===== src/rtl/i2cs_pkg.sv =====
package i2cs_pkg;
  // Frame events decoded from the bit count and the SCL edges.
  typedef struct packed {
    logic sample_rise; // rising edge of a data bit
    logic ack_rise;    // rising edge of the acknowledge bit (9th)
    logic first_fall;  // falling edge with count at zero
    logic shift_fall;  // falling edge inside the data bits
    logic ack_fall;    // falling edge that opens the acknowledge slot
    logic end_fall;    // falling edge of the 9th clock
  } bit_evt_t;
endpackage


===== src/rtl/i2cs_scl_edge.sv =====
module i2cs_scl_edge #(
  parameter int SYNC_STAGES = 2
) (
  input  logic clk,
  input  logic rst_n,
  input  logic scl_i,
  output logic rise_o,
  output logic fall_o
);
  logic [SYNC_STAGES-1:0] pipe_q;
  logic                   prev_q;

  for (genvar g = 0; g < SYNC_STAGES; g++) begin : g_sync
    if (g == 0) begin : g_head
      always_ff @(posedge clk or negedge rst_n) begin
        if (!rst_n) pipe_q[g] <= 1'b1;
        else        pipe_q[g] <= scl_i;
      end
    end else begin : g_tail
      always_ff @(posedge clk or negedge rst_n) begin
        if (!rst_n) pipe_q[g] <= 1'b1;
        else        pipe_q[g] <= pipe_q[g-1];
      end
    end
  end

  always_ff @(posedge clk or negedge rst_n) begin
    if (!rst_n) prev_q <= 1'b1;
    else        prev_q <= pipe_q[SYNC_STAGES-1];
  end

  assign rise_o = pipe_q[SYNC_STAGES-1] & ~prev_q;
  assign fall_o = ~pipe_q[SYNC_STAGES-1] & prev_q;
endmodule


===== src/rtl/i2cs_frame_counter.sv =====
module i2cs_frame_counter
  import i2cs_pkg::*;
#(
  parameter int DATA_W = 8
) (
  input  logic     clk,
  input  logic     rst_n,
  input  logic     rise_i,
  input  logic     fall_i,
  input  logic     restart_i,
  output bit_evt_t evt_o
);
  localparam int CNT_W = $clog2(DATA_W + 2);
  localparam logic [CNT_W-1:0] ACK_CNT = CNT_W'(DATA_W);
  localparam logic [CNT_W-1:0] END_CNT = CNT_W'(DATA_W + 1);

  logic [CNT_W-1:0] cnt_q;

  always_comb begin
    evt_o.sample_rise = rise_i & (cnt_q < ACK_CNT);
    evt_o.ack_rise    = rise_i & (cnt_q == ACK_CNT);
    evt_o.first_fall  = fall_i & (cnt_q == '0);
    evt_o.shift_fall  = fall_i & (cnt_q != '0) & (cnt_q < ACK_CNT);
    evt_o.ack_fall    = fall_i & (cnt_q == ACK_CNT);
    evt_o.end_fall    = fall_i & (cnt_q == END_CNT);
  end

  always_ff @(posedge clk or negedge rst_n) begin
    if (!rst_n)                         cnt_q <= '0;
    else if (restart_i)                 cnt_q <= '0;
    else if (rise_i && cnt_q <= ACK_CNT) cnt_q <= cnt_q + 1'b1;
    else if (evt_o.end_fall)            cnt_q <= '0;
  end
endmodule


===== src/rtl/i2cs_tx_path.sv =====
module i2cs_tx_path #(
  parameter int DATA_W = 8
) (
  input  logic              clk,
  input  logic              rst_n,
  input  logic              tx_valid_i,
  input  logic [DATA_W-1:0] tx_data_i,
  output logic              tx_ready_o,
  input  logic              restart_i,
  input  logic              reload_i,
  input  logic              first_fall_i,
  input  logic              shift_fall_i,
  input  logic              ack_fall_i,
  input  logic              ack_level_i,
  output logic              sda_o
);
  localparam int MSB = DATA_W - 1;

  logic [DATA_W-1:0] buf_q, sr_q, src;
  logic              empty_q, first_q, sda_q;
  logic              accept;

  assign accept     = tx_valid_i & empty_q;
  assign src        = empty_q ? {DATA_W{1'b1}} : buf_q;
  assign tx_ready_o = empty_q;
  assign sda_o      = sda_q;

  // Buffer and its empty flag; a restart leaves both alone.
  always_ff @(posedge clk or negedge rst_n) begin
    if (!rst_n) begin
      buf_q   <= '1;
      empty_q <= 1'b1;
    end else if (accept) begin
      buf_q   <= tx_data_i;
      empty_q <= 1'b0;
    end else if (reload_i && !empty_q) begin
      empty_q <= 1'b1;
    end
  end

  // Shifter and line level.
  always_ff @(posedge clk or negedge rst_n) begin
    if (!rst_n) begin
      sr_q    <= '1;
      first_q <= 1'b0;
      sda_q   <= 1'b1;
    end else if (restart_i) begin
      sr_q    <= buf_q;
      first_q <= 1'b1;
    end else if (reload_i) begin
      sda_q   <= src[MSB];
      sr_q    <= {src[MSB-1:0], 1'b1};
      first_q <= 1'b0;
    end else if ((first_fall_i && first_q) || shift_fall_i) begin
      sda_q   <= sr_q[MSB];
      sr_q    <= {sr_q[MSB-1:0], 1'b1};
      first_q <= 1'b0;
    end else if (ack_fall_i) begin
      sda_q   <= ack_level_i;
    end
  end
endmodule


===== src/rtl/i2cs_rx_path.sv =====
module i2cs_rx_path #(
  parameter int DATA_W = 8
) (
  input  logic              clk,
  input  logic              rst_n,
  input  logic              sda_i,
  input  logic              restart_i,
  input  logic              sample_i,
  input  logic              commit_i,
  input  logic              rx_ready_i,
  output logic              rx_valid_o,
  output logic [DATA_W-1:0] rx_data_o,
  output logic              rx_done_o
);
  logic [DATA_W-1:0] sr_q, data_q;
  logic              valid_q, done_q;

  assign rx_valid_o = valid_q;
  assign rx_data_o  = data_q;
  assign rx_done_o  = done_q;

  always_ff @(posedge clk or negedge rst_n) begin
    if (!rst_n)          sr_q <= '0;
    else if (restart_i)  sr_q <= '0;
    else if (sample_i)   sr_q <= {sr_q[DATA_W-2:0], sda_i};
  end

  always_ff @(posedge clk or negedge rst_n) begin
    if (!rst_n) begin
      data_q  <= '0;
      valid_q <= 1'b0;
      done_q  <= 1'b0;
    end else begin
      done_q <= commit_i;
      if (commit_i) begin
        data_q  <= sr_q;
        valid_q <= 1'b1;
      end else if (valid_q && rx_ready_i) begin
        valid_q <= 1'b0;
      end
    end
  end
endmodule


===== src/rtl/i2c_slave_shifter.sv =====
module i2c_slave_shifter
  import i2cs_pkg::*;
#(
  parameter int DATA_W      = 8,
  parameter int SYNC_STAGES = 2
) (
  input  logic              clk,
  input  logic              rst_n,
  input  logic              scl_i,
  input  logic              sda_i,
  input  logic              start_det_i,
  input  logic              clk_ext_i,
  input  logic              init_en_i,
  input  logic              wait_we_i,
  input  logic              wait_wd_i,
  output logic              wait_q_o,
  input  logic              ack_level_i,
  input  logic              tx_valid_i,
  input  logic [DATA_W-1:0] tx_data_i,
  output logic              tx_ready_o,
  output logic              rx_valid_o,
  input  logic              rx_ready_i,
  output logic [DATA_W-1:0] rx_data_o,
  output logic              rx_done_o,
  output logic              sda_o,
  output logic              scl_hold_o
);
  logic     scl_rise, scl_fall;
  bit_evt_t evt;
  logic     restart, release_hold, reload;
  logic     wait_q, hold_q, pend_q;

  // Restart only when enabled and the bus clock is the transfer clock.
  assign restart      = start_det_i & init_en_i & clk_ext_i;
  assign release_hold = hold_q & ~wait_q;
  assign reload       = ~restart &
                        ((evt.end_fall & ~wait_q) | (release_hold & pend_q));

  assign wait_q_o   = wait_q;
  assign scl_hold_o = hold_q;

  i2cs_scl_edge #(.SYNC_STAGES(SYNC_STAGES)) u_edge (
    .clk    (clk),
    .rst_n  (rst_n),
    .scl_i  (scl_i),
    .rise_o (scl_rise),
    .fall_o (scl_fall)
  );

  i2cs_frame_counter #(.DATA_W(DATA_W)) u_count (
    .clk       (clk),
    .rst_n     (rst_n),
    .rise_i    (scl_rise),
    .fall_i    (scl_fall),
    .restart_i (restart),
    .evt_o     (evt)
  );

  i2cs_tx_path #(.DATA_W(DATA_W)) u_tx (
    .clk          (clk),
    .rst_n        (rst_n),
    .tx_valid_i   (tx_valid_i),
    .tx_data_i    (tx_data_i),
    .tx_ready_o   (tx_ready_o),
    .restart_i    (restart),
    .reload_i     (reload),
    .first_fall_i (evt.first_fall),
    .shift_fall_i (evt.shift_fall),
    .ack_fall_i   (evt.ack_fall),
    .ack_level_i  (ack_level_i),
    .sda_o        (sda_o)
  );

  i2cs_rx_path #(.DATA_W(DATA_W)) u_rx (
    .clk        (clk),
    .rst_n      (rst_n),
    .sda_i      (sda_i),
    .restart_i  (restart),
    .sample_i   (evt.sample_rise),
    .commit_i   (evt.ack_rise),
    .rx_ready_i (rx_ready_i),
    .rx_valid_o (rx_valid_o),
    .rx_data_o  (rx_data_o),
    .rx_done_o  (rx_done_o)
  );

  // Clock-wait bit, SCL hold request and deferred reload.
  always_ff @(posedge clk or negedge rst_n) begin
    if (!rst_n) begin
      wait_q <= 1'b0;
      hold_q <= 1'b0;
      pend_q <= 1'b0;
    end else begin
      if (restart)        wait_q <= 1'b1;
      else if (wait_we_i) wait_q <= wait_wd_i;

      if (release_hold)                hold_q <= 1'b0;
      else if (evt.end_fall && wait_q) hold_q <= 1'b1;

      if (restart || release_hold)     pend_q <= 1'b0;
      else if (evt.end_fall && wait_q) pend_q <= 1'b1;
    end
  end
endmodule


===== config.mk =====
export PLATFORM = sky130hd
export DESIGN_NAME = i2c_slave_shifter
export DESIGN_NICKNAME = d
export VERILOG_FILES = /design/src/rtl/i2cs_pkg.sv /design/src/rtl/i2cs_scl_edge.sv /design/src/rtl/i2cs_frame_counter.sv /design/src/rtl/i2cs_tx_path.sv /design/src/rtl/i2cs_rx_path.sv /design/src/rtl/i2c_slave_shifter.sv
export SDC_FILE = /design/constraint.sdc
export NUM_CORES = 1
export LEC_CHECK = 0
export BUFFER_PORTS_ARGS = -buffer_cell sky130_fd_sc_hd__buf_4
export CORE_ASPECT_RATIO = 0.8
export CORE_UTILIZATION = 35
export CTS_CLUSTER_SIZE = 14
export DETAILED_ROUTE_END_ITERATION = 16
export GPL_TIMING_DRIVEN = 0
export HOLD_SLACK_MARGIN = 0.08
export MAX_ROUTING_LAYER = met4
export PLACE_DENSITY = 0.52
export SYNTH_ARGS = -nofsm -noshare
export SYNTH_HDL_FRONTEND = slang
export SYNTH_SLANG_ARGS = --single-unit

===== constraint.sdc =====
create_clock -name clk -period 2.1 [get_ports clk]
set_input_delay 0.105 -clock clk [delete_from_list [all_inputs] [get_ports clk]]
set_output_delay 0.105 -clock clk [all_outputs]
set_load 0.01 [all_outputs]

==> impl_metrics.tcl <==
set metrics [dict create \
    cts_root_buf "clkbuf_8" \
    endpoint_kind "flip-flop" \
    slew_headroom_pct 60.7 \
    ios 34 \
    die-area_um2 6490 \
    remaining_drc_errors 0 \
    place_inst 304 \
    maxSlewViolCount 0 \
    p_per_area_nw_per_um2 1050 \
    p_leak_nw 1.29 \
    drt_iter0_drc 87 \
    grt_overflow_total 0 \
    max_freq_mhz 538 \
    crit_fanout 9 \
    pwr-share-comb_pct 28.1 \
    nFillCells 591 \
    antenna_found_initial 0 \
    synthMostInstantiatedCell "nand2_1" \
    seqPwrFrac_pct 52.3 \
    post_drt_wl_per_cell_um 12.8 \
    final_nets 267 \
    critPathRequiredTime_ns 2.33 \
    finalSetupViolations 0 \
    diodes 0 \
    intPower_mw 1.99 \
    dr.pass1.iters 4 \
    portBuffers 33 \
    ys_ff_latch 47 \
    hp-start "ack_level_i" \
    holdWs_ns 0.201 \
    crit_path_top_delay_cell "dfrtp_1" \
    r2r_slack_ns 0.24 \
    ys_top_cells_by_area "dfrtp_1 30%, dfstp_2 26%, mux2i_1 7.4%" \
    hold_viol 0 \
    fin_crit_sh_pct 88.6 \
    syn_area_um2 2160 \
    startpoint "u_count.cnt_q[0]" \
    fin_worst_skew_ns 0.0110 \
    report.power.total_mw 2.87 \
    run_status "finished clean" \
    place_area_um2 2510 \
    cts_tree "done" \
    final_area_um2 2740 \
    finalWeightedCongestion 0.706 \
    fin_ws_ns 0.240 \
    post-cts-setup-buffers 0 \
    ys_async_sr_fraction_pct 100 \
    row_count 25 \
    initial_core_util_pct 36.3 \
    hp-class "input port to flip-flop" \
    crit_type "flip-flop to flip-flop" \
    grt_max_degree 48 \
    cap_viol_max_count 0 \
    chipHeight_um 72.3 \
    r2r_cells 8 \
    clk_latency_ns 0.31 \
    syn2layout_area_growth_pct 26.9 \
    dp_slack_ns 0.257 \
    ys_seq_area_share_pct 55.7 \
    hpwlAfterDp_um 2770 \
    numCtsBuffers 5 \
    worstReg2RegEnd "u_tx.sda_o" \
    yosysWarnings 0 \
    grt_pass1_vias 1519 \
    power.switching_mw 0.887 \
    cp_cell_sequence "inv_1 > ha_1 > nor2b_2 > a211oi_2 > buf_6 > mux2_4 > nand4_1 > nand3_1" \
    syn_avg_cell_area_um2 11.4 \
    grt_usage_pct 14.5 \
    antenna_left 0 \
    rsz0062_at_grt "no" \
    synth_common_cells "27 x nand2_1, 26 x dfrtp_1, 21 x dfstp_2, 16 x mux2i_1, 15 x nor2_1" \
    cts_max_level 2 \
    ir_drop_mv 0.366 \
    synthCells 190 \
    grt_pass1_wl_um 7240 \
    ys_types 40 \
    yosysTopAreaCell "dfrtp_1" \
    core_area_um2 5940 \
    synth-edff-count 0 \
    routed_wirelength_um 4170 \
    clock_power_share_pct 19.6 \
    ctsLongestPathBuffers 2 \
    synth_nets 213 \
    whs_endpoint "u_tx.sda_o" \
    startpoint_type "flip-flop" \
    setup_tns_ns 0 \
    cp_data_arrival_time_ns 2.09 \
    avgViaCountPerCell 4.62 \
    drive_gt1_share_pct 34.3 \
    regToRegStartpoint "u_count.cnt_q[0]" \
    synth_top_area_share_pct 30.1 \
    vias 1507 \
    clock_sinks 47 \
    final_cells 326 \
    sw_frac_of_total_pct 30.8 \
    clk_pin_slew_worst_paths_ns 0.10 \
    tightestPinTransition_ns 0.589 \
    synthFlopType "dfrtp_1" \
    utilization_pct 46.1 \
    cp_slowest_stage_delay_ns 0.41 \
    finalCriticalPeriod_ns 1.86 \
    whs_path_depth 4 \
    die_w_um 89.8 \
]
## area by class of cell
| type | count | area (um^2) | share of cell area, % |
|---|---|---|---|
| Tap cell | 81 | 101 | 3.70 |
| Clock buffer | 5 | 68.8 | 2.51 |
| Multi-Input combinational cell | 130 | 887 | 32.4 |
| Timing Repair Buffer | 47 | 388 | 14.1 |
| Buffer | 8 | 51.3 | 1.87 |
| Clock inverter | 3 | 23.8 | 0.867 |
| Sequential cell | 47 | 1200 | 43.9 |
| Inverter | 5 | 18.8 | 0.685 |
## worst max-delay path: cells and delay by family, from the launching register on
kind / cells / cell delay [ns]
AOI/OAI and AO/OA: 1 / 0.24
and+or+nand+nor: 3 / 0.33
buffers and inverters: 2 / 0.28
DFF: 1 / 0.41
adders and majority gates: 1 / 0.21
muxes: 1 / 0.30
## power groups by stage
| stage | Clock [mW] | Sequential, mW | Combinational, mW |
|---|---|---|---|
| final | 0.563 | 1.50 | 0.808 |
| after global routing | 0.627 | 1.54 | 0.905 |
| after CTS | 0.591 | 1.51 | 0.819 |
| after detailed placement | 0 | 1.52 | 0.796 |
| after global placement | 0 | 1.52 | 0.788 |
| after floorplan | 0 | 1.50 | 0.539 |
## repair_timing
action,CTS,global route
endpoints found under the setup margin,0,0
endpoints found under the hold margin,38,0
gates resized for setup,0,0
hold buffers,14,0
## cells in the final DEF (no fill, tap or decap), types with 2 or more instances in the layout
master / n
nand2b_1: 3
nor3_1: 4
nand3_1: 2
a21o_1: 8
nand2_1: 27
dfstp_2: 21
clkbuf_8: 5
dfrtp_1: 26
a211oi_1: 2
o31ai_1: 7
a21oi_1: 12
clkbuf_1: 3
o21a_1: 2
clkinvlp_4: 2
nor2_1: 15
buf_2: 2
dlygate4sd3_1: 14
buf_4: 34
ha_1: 3
buf_6: 2
mux2i_1: 16
inv_1: 4
o21ai_0: 3
mux2_2: 8
## state kept, by name, indices dropped and copies added (netlist names)
signal           flops
u_tx.tx_ready_o      1
u_tx.buf_q           8
u_rx.rx_done_o       1
u_rx.rx_valid_o      1
u_count.cnt_q        4
u_rx.rx_data_o       8
u_tx.sr_q            8
u_tx.sda_o           1
pend_q               1
u_tx.first_q         1
scl_hold_o           1
u_rx.sr_q            8
u_edge.pipe_q        2
wait_q_o             1
u_edge.prev_q        1
## how the worst max path moves through the flow
stage	endpoint	cells after the start	slack, ns
final	u_tx.sda_o	8	0.24
after global routing	u_tx.sda_o	8	0.13
after floorplan	u_tx.sda_o	8	0.39
after global placement	u_tx.sda_o	8	0.26
after detailed placement	u_tx.sda_o	8	0.26
after CTS	u_tx.sda_o	8	0.24
## per-layer routing
metal,vias to the layer above,GRT usage [%],wire length [um]
met1,726,20.5,2260
li1,758,-,-
met5,-,-,0
met2,18,20.8,1780
met4,0,4.55,44
met3,5,3.14,89
## cell families after synthesis
family,count (synthesis),share of synthesized area (%)
and+or+nand+nor,63,14.4
DFF,47,55.7
AOI/OAI and AO/OA,38,12.2
muxes,25,12.3
buffers and inverters,13,3.24
adders and majority gates,3,1.74
xor gates and xnor gates,1,0.406
Note: power is estimated with default switching activity, not from simulation.
